[config.mk]
export PLATFORM = sky130hd
export DESIGN_NAME = tx_status_stack
export DESIGN_NICKNAME = d
export VERILOG_FILES = /design/src/rtl/tss_pkg.sv /design/src/rtl/tss_fifo.sv /design/src/rtl/tss_lock.sv /design/src/rtl/tss_fmt.sv /design/src/rtl/tx_status_stack.sv
export SDC_FILE = /design/constraint.sdc
export NUM_CORES = 1
export LEC_CHECK = 0
export BUFFER_PORTS_ARGS = -buffer_cell sky130_fd_sc_hd__buf_2
export CAP_MARGIN = 20
export CORE_MARGIN = 1
export CORE_UTILIZATION = 57
export DETAILED_ROUTE_END_ITERATION = 8
export PLACE_DENSITY_LB_ADDON = 0.1
export SETUP_SLACK_MARGIN = 0.5
export SLEW_MARGIN = 20
export SYNTH_ARGS = -nofsm -noshare
export SYNTH_HDL_FRONTEND = slang
export SYNTH_SLANG_ARGS = --single-unit
[constraint.sdc]
create_clock -name clk_i -period 2.7 [get_ports clk_i]
set_clock_uncertainty 0.1 [all_clocks]
set_input_delay 0.135 -clock clk_i [delete_from_list [all_inputs] [get_ports clk_i]]
set_output_delay 0.135 -clock clk_i [all_outputs]
set_load 0.1 [all_outputs]
[src/rtl/tss_pkg.sv]
package tss_pkg;
  typedef struct packed {
    logic ireq;
    logic jab;
    logic und;
    logic mc;
    logic ovf;
  } tss_rec_t;
endpackage

[src/rtl/tss_fifo.sv]
module tss_fifo
  import tss_pkg::*;
#(
  parameter int DEPTH = 4
) (
  input  logic     clk_i,
  input  logic     rst_ni,
  input  logic     clr_i,
  input  logic     push_i,
  input  tss_rec_t rec_i,
  input  logic     pop_i,
  output tss_rec_t head_o,
  output logic     empty_o
);
  localparam int PW = (DEPTH > 1) ? $clog2(DEPTH) : 1;
  localparam int CW = $clog2(DEPTH + 1);
  localparam logic [PW-1:0] LAST_IDX = PW'(DEPTH - 1);

  logic [PW-1:0] rd_ptr_q, wr_ptr_q, newest;
  logic [CW-1:0] cnt_q;
  logic          full, do_pop, do_push, drop;
  tss_rec_t      ent [DEPTH];

  assign full    = (cnt_q == CW'(DEPTH));
  assign empty_o = (cnt_q == '0);
  assign do_pop  = pop_i && !empty_o;
  assign do_push = push_i && (!full || do_pop);
  assign drop    = push_i && full && !do_pop;
  assign newest  = (wr_ptr_q == '0) ? LAST_IDX : wr_ptr_q - 1'b1;

  function automatic logic [PW-1:0] nxt(input logic [PW-1:0] p);
    return (p == LAST_IDX) ? '0 : p + 1'b1;
  endfunction

  for (genvar i = 0; i < DEPTH; i++) begin : g_ent
    tss_rec_t q;
    logic     wr_en, ovf_set;
    assign wr_en   = do_push && (wr_ptr_q == PW'(i));
    assign ovf_set = drop && (newest == PW'(i));
    always_ff @(posedge clk_i or negedge rst_ni) begin
      if (!rst_ni)      q <= '0;
      else if (clr_i)   q <= '0;
      else if (wr_en)   q <= rec_i;
      else if (ovf_set) q.ovf <= 1'b1;
    end
    assign ent[i] = q;
  end

  assign head_o = ent[rd_ptr_q];

  always_ff @(posedge clk_i or negedge rst_ni) begin
    if (!rst_ni) begin
      rd_ptr_q <= '0;
      wr_ptr_q <= '0;
      cnt_q    <= '0;
    end else if (clr_i) begin
      rd_ptr_q <= '0;
      wr_ptr_q <= '0;
      cnt_q    <= '0;
    end else begin
      if (do_pop)  rd_ptr_q <= nxt(rd_ptr_q);
      if (do_push) wr_ptr_q <= nxt(wr_ptr_q);
      case ({do_push, do_pop})
        2'b10:   cnt_q <= cnt_q + 1'b1;
        2'b01:   cnt_q <= cnt_q - 1'b1;
        default: cnt_q <= cnt_q;
      endcase
    end
  end

  assert_cnt_bound_R5: assert property (@(posedge clk_i) disable iff (!rst_ni)
    cnt_q <= CW'(DEPTH));
  assert_pop_shrinks_R3: assert property (@(posedge clk_i) disable iff (!rst_ni)
    (pop_i && !empty_o && !push_i && !clr_i) |=> (cnt_q == $past(cnt_q) - 1'b1));
  assert_empty_pop_R4: assert property (@(posedge clk_i) disable iff (!rst_ni)
    (pop_i && empty_o && !push_i && !clr_i) |=> empty_o);
  assert_full_swap_R6: assert property (@(posedge clk_i) disable iff (!rst_ni)
    (full && push_i && pop_i && !clr_i) |=> (cnt_q == CW'(DEPTH)));
  assert_clr_R10: assert property (@(posedge clk_i) disable iff (!rst_ni)
    clr_i |=> empty_o);
endmodule

[src/rtl/tss_lock.sv]
module tss_lock (
  input  logic clk_i,
  input  logic rst_ni,
  input  logic clr_i,
  input  logic err_i,
  input  logic ovr_i,
  output logic lock_o,
  output logic fail_o
);
  always_ff @(posedge clk_i or negedge rst_ni) begin
    if (!rst_ni) begin
      lock_o <= 1'b0;
      fail_o <= 1'b0;
    end else if (clr_i) begin
      lock_o <= 1'b0;
      fail_o <= 1'b0;
    end else begin
      if (err_i || ovr_i) lock_o <= 1'b1;
      if (ovr_i)          fail_o <= 1'b1;
    end
  end

  assert_lock_set_R8: assert property (@(posedge clk_i) disable iff (!rst_ni)
    (err_i && !clr_i) |=> lock_o);
  assert_lock_hold_R8: assert property (@(posedge clk_i) disable iff (!rst_ni)
    (lock_o && !clr_i) |=> lock_o);
  assert_fail_set_R9: assert property (@(posedge clk_i) disable iff (!rst_ni)
    (ovr_i && !clr_i) |=> (fail_o && lock_o));
  assert_unlock_R10: assert property (@(posedge clk_i) disable iff (!rst_ni)
    clr_i |=> (!lock_o && !fail_o));
endmodule

[src/rtl/tss_fmt.sv]
module tss_fmt
  import tss_pkg::*;
(
  input  tss_rec_t   head_i,
  input  logic       empty_i,
  output logic [7:0] status_o,
  output logic       cause_o
);
  always_comb begin
    if (empty_i) begin
      status_o = 8'h00;
      cause_o  = 1'b0;
    end else begin
      status_o = {1'b1, head_i.ireq, head_i.jab, head_i.und,
                  head_i.mc, head_i.ovf, 2'b00};
      cause_o  = head_i.ireq | head_i.jab | head_i.und | head_i.mc | head_i.ovf;
    end
  end
endmodule

[src/rtl/tx_status_stack.sv]
module tx_status_stack
  import tss_pkg::*;
#(
  parameter int DEPTH = 4
) (
  input  logic       clk_i,
  input  logic       rst_ni,
  input  logic       done_valid_i,
  input  logic       done_jabber_i,
  input  logic       done_underrun_i,
  input  logic       done_maxcoll_i,
  input  logic       done_intreq_i,
  input  logic       pop_i,
  input  logic       tx_reset_i,
  input  logic       fifo_overrun_i,
  output logic [7:0] status_o,
  output logic       tx_cause_o,
  output logic       tx_disable_o,
  output logic       adapter_fail_o
);
  tss_rec_t rec, head;
  logic     empty, lock_err;

  assign rec = '{ireq: done_intreq_i, jab: done_jabber_i, und: done_underrun_i,
                 mc: done_maxcoll_i, ovf: 1'b0};
  assign lock_err = done_valid_i && (done_jabber_i || done_underrun_i);

  tss_fifo #(.DEPTH(DEPTH)) u_fifo (
    .clk_i  (clk_i),
    .rst_ni (rst_ni),
    .clr_i  (tx_reset_i),
    .push_i (done_valid_i),
    .rec_i  (rec),
    .pop_i  (pop_i),
    .head_o (head),
    .empty_o(empty)
  );

  tss_lock u_lock (
    .clk_i (clk_i),
    .rst_ni(rst_ni),
    .clr_i (tx_reset_i),
    .err_i (lock_err),
    .ovr_i (fifo_overrun_i),
    .lock_o(tx_disable_o),
    .fail_o(adapter_fail_o)
  );

  tss_fmt u_fmt (
    .head_i  (head),
    .empty_i (empty),
    .status_o(status_o),
    .cause_o (tx_cause_o)
  );

  assert_empty_zero_R2: assert property (@(posedge clk_i) disable iff (!rst_ni)
    empty |-> (status_o == 8'h00 && !tx_cause_o));
  assert_layout_R1: assert property (@(posedge clk_i) disable iff (!rst_ni)
    !empty |-> (status_o[7] && status_o[1:0] == 2'b00));
  assert_push_visible_R3: assert property (@(posedge clk_i) disable iff (!rst_ni)
    (done_valid_i && !tx_reset_i) |=> status_o[7]);
  assert_cause_R7: assert property (@(posedge clk_i) disable iff (!rst_ni)
    tx_cause_o |-> (status_o[6:2] != 5'b0));
endmodule

# ---- Word-level counts from Yosys, hierarchy flattened
# Cells that the tools add are included.
# W data, S select, Z words.
dict set report word_totals {
  out_inout_bits 11
  ff_bits 29
}
dict set report op_classes {
  n_mux 34
  n_bitwise 5
  n_addsub 5
  reduce_logical 35
  order_cmp 1
  eq_ne 10
}
# operator n
set ops {}
lappend ops {{$mux W5} 6}
lappend ops {{$mux W4} 4}
lappend ops {{$reduce_bool A2 Y1} 8}
lappend ops {{$reduce_bool A3 Y1} 5}
lappend ops {{$mux W2} 7}
lappend ops {{$logic_and A1 B1 Y1} 13}
lappend ops {{$mux W1} 13}
lappend ops {{$eq A2 B2 Y1 const B} 6}
lappend ops {{$bmux W5 S2} 1}
lappend ops {{$mux W8} 1}
lappend ops {{$eq A2 B1 Y1 const B} 3}
lappend ops {{$pmux W3 S2} 1}
lappend ops {{$add A2 B1 Y2 const B} 2}
lappend ops {{$logic_not A2 Y1} 2}
lappend ops {{$or A1 B1 Y1} 4}
lappend ops {{$add A3 B1 Y3 const B} 1}
lappend ops {{$eq A3 B3 Y1 const B} 1}
lappend ops {{$ge A3 B3 Y1 const B} 1}
lappend ops {{$logic_not A1 Y1} 3}
lappend ops {{$logic_not A3 Y1} 1}
lappend ops {{$logic_or A1 B1 Y1} 3}
lappend ops {{$mux W3} 1}
lappend ops {{$not A2 Y3} 1}
lappend ops {{$sub A3 B1 Y3 const B} 1}
lappend ops {{$sub A2 B1 Y2 const B} 1}

# ---- Logic depth before layout (Yosys ltp)
dict set report logic_depth {
  ltp_word 9
  ltp_mapped 9
  depth_no_buf 7
}

# ---- Cells and area by module
# Synthesis repeated with hierarchy kept, for this count alone.
dict set report hier_totals {
  cells_unflattened 187
  area_unflattened_um2 1789.2
}
# mod instances cells_each area_each_um2
set modules_own_cells {}
lappend modules_own_cells {tss_fifo 1 167 1639.1}
lappend modules_own_cells {tss_fmt 1 12 72.6}
lappend modules_own_cells {tss_lock 1 6 66.3}
lappend modules_own_cells {tx_status_stack 1 2 11.3}

# ---- Worst setup path before layout
# OpenSTA, ideal clock, no wires.
dict set report synth_path {
  path_kind {reg-to-reg}
  startpoint {register u_fifo.cnt_q[0]}
  endpoint {register u_fifo.cnt_q[2]}
  period_less_slack_ns 2.736
  stages_incl_launch_ff 9
  t_arrival_ns 2.500
  t_required_ns 2.464
  slack_ns -0.036
  setup_time_ns 0.136
  path_buffers 1
  cell_sequence {dfrtp_1 -> or3_1 -> clkbuf_1 -> and2_1 -> fa_1 -> nand2_1 -> o21ai_0 -> a32oi_1 -> a21oi_1}
}
dict set report synth_via {
  elab_chain_len 8
}
# item line
set synth_rtl {}
lappend synth_rtl {{start, declared} tss_fifo.sv:20} ;# logic [CW-1:0] cnt_q;
lappend synth_rtl {{start signal, assigned} tss_fifo.sv:64} ;# 2'b10: cnt_q <= cnt_q + 1'b1;
lappend synth_rtl {{start signal, assigned} tss_fifo.sv:65} ;# 2'b01: cnt_q <= cnt_q - 1'b1;
lappend synth_rtl {{start signal, assigned} tss_fifo.sv:66} ;# default: cnt_q <= cnt_q;
lappend synth_rtl {{$logic_not A3 Y1} tss_fifo.sv:25} ;# assign empty_o = (cnt_q == '0);
lappend synth_rtl {{$logic_not A1 Y1} tss_fifo.sv:26} ;# assign do_pop = pop_i && !empty_o;
lappend synth_rtl {{$logic_and A1 B1 Y1} tss_fifo.sv:26}
lappend synth_rtl {{$logic_or A1 B1 Y1} tss_fifo.sv:27} ;# assign do_push = push_i && (!full || do_pop);
lappend synth_rtl {{$logic_and A1 B1 Y1} tss_fifo.sv:27}
lappend synth_rtl {{$eq A2 B1 Y1 / $eq A2 B2 Y1 (equally long branches)} tss_fifo.sv:63} ;# case ({do_push, do_pop})
lappend synth_rtl {{$pmux W3 S2} tss_fifo.sv:63}
lappend synth_rtl {{$mux W3} tss_fifo.sv:56} ;# end else if (clr_i) begin
# Several ways; a longest one is shown, not always the timed one.
# A chain may end at the register's enable or synchronous reset.

# ---- Worst setup path in the final report
dict set report layout_path {
  startpoint {register u_fifo.rd_ptr_q[0]}
  endpoint {output tx_cause_o}
}
dict set report layout_via {
  elab_chain_len 9
}
# item line
set layout_rtl {}
lappend layout_rtl {{start, declared} tss_fifo.sv:19} ;# logic [PW-1:0] rd_ptr_q, wr_ptr_q, newest;
lappend layout_rtl {{start signal, assigned} tss_fifo.sv:61} ;# if (do_pop) rd_ptr_q <= nxt(rd_ptr_q);
lappend layout_rtl {{$not A2 Y3 (not written as such) *} tss_fifo.sv:49} ;# assign head_o = ent[rd_ptr_q];
lappend layout_rtl {{$bmux W5 S2 *} tss_fifo.sv:49}
lappend layout_rtl {{$mux W5 (not written as such) * (2 in series)} tss_fifo.sv:49}
lappend layout_rtl {{$or A1 B1 Y1 (3 in series)} tss_fmt.sv:16} ;# cause_o = head_i.ireq | head_i.jab | head_i.und | head_i.mc | head_i.ovf;
lappend layout_rtl {{$or A1 B1 Y1 *} tss_fmt.sv:16}
lappend layout_rtl {{$mux W1 *} tss_fmt.sv:10} ;# if (empty_i) begin
lappend layout_rtl {{end, declared} tx_status_stack.sv:17} ;# output logic tx_cause_o,
# Every way passes the cells marked *; elsewhere a longest branch is shown, timed or not. The select of a mux whose other input is x is not followed.

==> summary.md <==
| Metric | Value |
|---|---|
| Wire length per cell | `~16 um` |
| CTS Buf Count | `5` |
| Final Critical Period | `approximately 2.5 ns` |
| Fraction of layout cells with a size suffix above 1 | `26.55%` |
| H-tree levels | `2` |
| CTS tree | `yes` |
| Multi-input gate area | `839.6 um2` |
| Slowest cell on the critical path | `mux4_2` |
| Number of distinct library cells after synthesis | `34` |
| Routed vias/inst | `5.966` |
| Die width | `between 50 and 60 um` |
| Final WL | `3393 um` |
| Port Buf Inserts | `18` |
| Setup slack after layout | `between 0.15 and 0.2 ns` |
| CP Class | `flop to primary output` |
| Clock transition at path regs | `around 0.10 ns` |
| HPWL Detailed | `2197 um` |
| P_leak | `0.0009346 uW` |
| Fmax | `398.6 MHz` |
| Pin count of the biggest net entering global routing | `30` |
| Startpoint Class | `flop` |
| Final ANT Viol Nets | `0` |
| Initial antenna violation count | `0` |
| Power Density | `621.2 nW/um2` |
| Worst slack, placed | `0.3350 ns` |
| Worst vdd ir | `0.4815 mV` |
| Final setup fails | `0` |
| Status | `complete, no violations` |
| CTS sink cnt | `29` |
| Ports | `21` |
| Area post-placement | `1698 um2` |
| Final Instance Area | `1858 um2` |
| Setup crit end kind | `primary output` |
| Final TNS setup | `0 ns` |
| CP max FO | `6` |
| DIE AREA | `between 3000 and 4000 um2` |
| Post-Syn Area | `between 1500 and 2000 um2` |
| Worst path max stage delay | `0.54 ns` |
| CP startpoint | `u_fifo.rd_ptr_q[0]` |
| RSZ-0062 raised after global routing | `true` |
| Area growth syn-to-layout | `14.23%` |
| Die Y | `between 50 and 60 um` |
| Synth Instances | `~160` |
| Core area | `2734 um2` |
| Vias | `1241` |
| Final GP Congestion | `approximately 0.82` |
| Antenna cells | `0` |
| Min-delay src | `done_underrun_i` |
| Min-Delay Path Class | `primary input to flop` |
| Final Net Count | `193` |
| Synthesized area per cell | `about 10 um2` |
| DR pass1 iterations | `4` |
| Synth warnings | `0` |
| Number of global-route vias before repair | `roughly 1200` |
| CTS root buffer | `clkbuf_4` |
| Slew HR | `between 50 and 60%` |
| Final hold vios | `0` |
| Site Rows | `19` |
| Slew Viols, Final | `0` |
| Max Cap Viol | `0` |
| Final period utilization | `92.91%` |
| Sequential cell area | `730.7 um2` |
| CP arrival | `2.27 ns` |
| Slew at the pin closest to its max-slew limit | `0.6579 ns` |
| CP cell instances | `mux4_2 -> or4_1 -> o21a_2 -> buf_12` |
| #FFs+latches synth | `29` |
| FF-to-FF Start | `u_fifo.cnt_q[1]` |
| 1st-iter DRT viols | `34` |
| Worst Path Required | `approximately 2.5 ns` |
| Clk buf depth | `2` |
| Total grt overflow | `0` |
| Clock latency on the worst-skew pair | `0.33 ns` |
| Seq/Total Area, Yosys | `between 40% and 50%` |
| GRT Resource Usage Total | `24.33%` |
| Fillers | `224` |
| First-pass GRT wire length | `5664 um` |
| DRC Markers | `0` |
| Initial Utilization | `approximately 59%` |
==> stage by stage <==
stage,util [%],hold slack (ns),power [uW],std cells
detailed placement,62.11,0.09864,812.1,193
finish,67.96,0.01241,1154,208
floorplan,-,-0.2606,771.7,156
global route,67.96,0.01745,1210,208
CTS,66.82,0.007347,1142,205
global placement,62.11,0.09985,805.4,193
==> path summary, 6_finish.rpt <==
path / slack (ns) / end / cells after the start
worst max-delay path: 0.19 / tx_cause_o / 4
worst min-delay path: 0.01 / u_fifo.ent[12] / 3
worst max register to register: 0.63 / u_fifo.cnt_q[2] / 6
worst min register to register: 0.40 / u_lock.fail_o / 2
max in group asynchronous: 1.78 / u_fifo.rd_ptr_q[0] / 2
min in group asynchronous: 0.26 / u_fifo.cnt_q[1] / 2
==> layout by cell type (no fill, tap or decap), types with 2 or more instances in the layout <==
cell type	instances
dfrtp_1	25
nor2_1	21
mux2i_1	17
buf_2	16
a21oi_1	10
nand2_1	9
and2_1	7
o21ai_0	6
ha_1	6
mux4_2	5
clkbuf_4	5
buf_4	5
nand3_2	4
dfrtp_2	4
nor3_1	3
dlygate4sd3_1	3
inv_1	2
nor2b_1	2
nand3_1	2
nor3b_1	2
or3_1	2
a311oi_1	2
conb_1	2
clkbuf_8	2
==> registers in the layout (all words and copies together) (netlist names) <==
signal / flops
u_fifo.wr_ptr_q: 2
u_lock.lock_o: 1
u_fifo.cnt_q: 3
u_lock.fail_o: 1
u_fifo.ent: 20
u_fifo.rd_ptr_q: 2
==> cells by family after synthesis <==
kind of cell	count (synthesis)	synth area share [%]
other	1	0.2305
multiplexers	23	18.08
AO/OA/AOI/OAI	23	8.232
adder cells (fa/ha/maj)	7	5.846
XOR/XNOR	1	0.5386
flip-flops	29	44.62
AND/OR/NAND/NOR	56	17.92
buffers and inverters	15	4.538
==> Yosys cell counts, drive strengths merged <==
library cell  instances  share of area [%]
conb                  1               0.23
o21ai                 6                1.8
a31oi                 1               0.38
nor3                  3               0.92
nand2                 9                2.1
a32oi                 1               0.54
a211oi                1               0.46
ha                    6                4.6
buf                   5                2.2
mux2i                17                 10
or4b                  1               0.62
or4                   1               0.46
nand3                 6                3.1
nor2b                 2               0.77
xnor2                 1               0.54
clkbuf                7                1.6
dfrtp                29                 45
o22ai                 1               0.38
nor3b                 2               0.92
or3                   3                1.2
and2                  7                2.7
fa                    1                1.2
a311oi                2                1.1
mux2                  1               0.69
nor2                 22                5.2
o21a                  1               0.46
a21oi                10                3.1
mux4                  5                6.9
inv                   2               0.46
clkinv                1               0.23
==> layout make-up <==
class / instances / share of cell area (%)
multi-input cells: 112 / 45.19
flip-flops and latches: 29 / 39.33
repair buffers: 25 / 9.024
clock buffers: 7 / 3.502
well taps: 31 / 2.088
inverters: 3 / 0.6061
clock inverters: 1 / 0.2694
==> worst max-delay path: cells and delay by family (launching register included) <==
family | cells | cell delay, ns
AOI/OAI and AO/OA | 1 | 0.24
and+or+nand+nor | 1 | 0.54
DFF | 1 | 0.46
buffers and inverters | 1 | 0.17
muxes | 1 | 0.54
==> timing repair <==
action                                 in CTS  in global routing
hold buffers                                3                  0
setup endpoints to repair                   2                  4
setup buffers                               1                  3
cloned                                      0                  0
resized for setup                           6                  6
endpoints found under the hold margin      32                  0
==> routing by layer <==
| layer | GRT usage, % | part of all wire [%] |
|---|---|---|
| met1 | 33.39 | 46 |
| met2 | 37.01 | 48 |
| met3 | 5.152 | 3.9 |
| met4 | 11.79 | 2.0 |
| met5 | 0 | 0 |
==> report_power, final <==
part / switching [uW] / internal [uW] / total, uW
clock: 155 / 151 / 306
sequential: 29.5 / 459 / 489
combinational: 240 / 120 / 360
total: 424 / 730 / 1150
(Power assumes the default switching activity.)
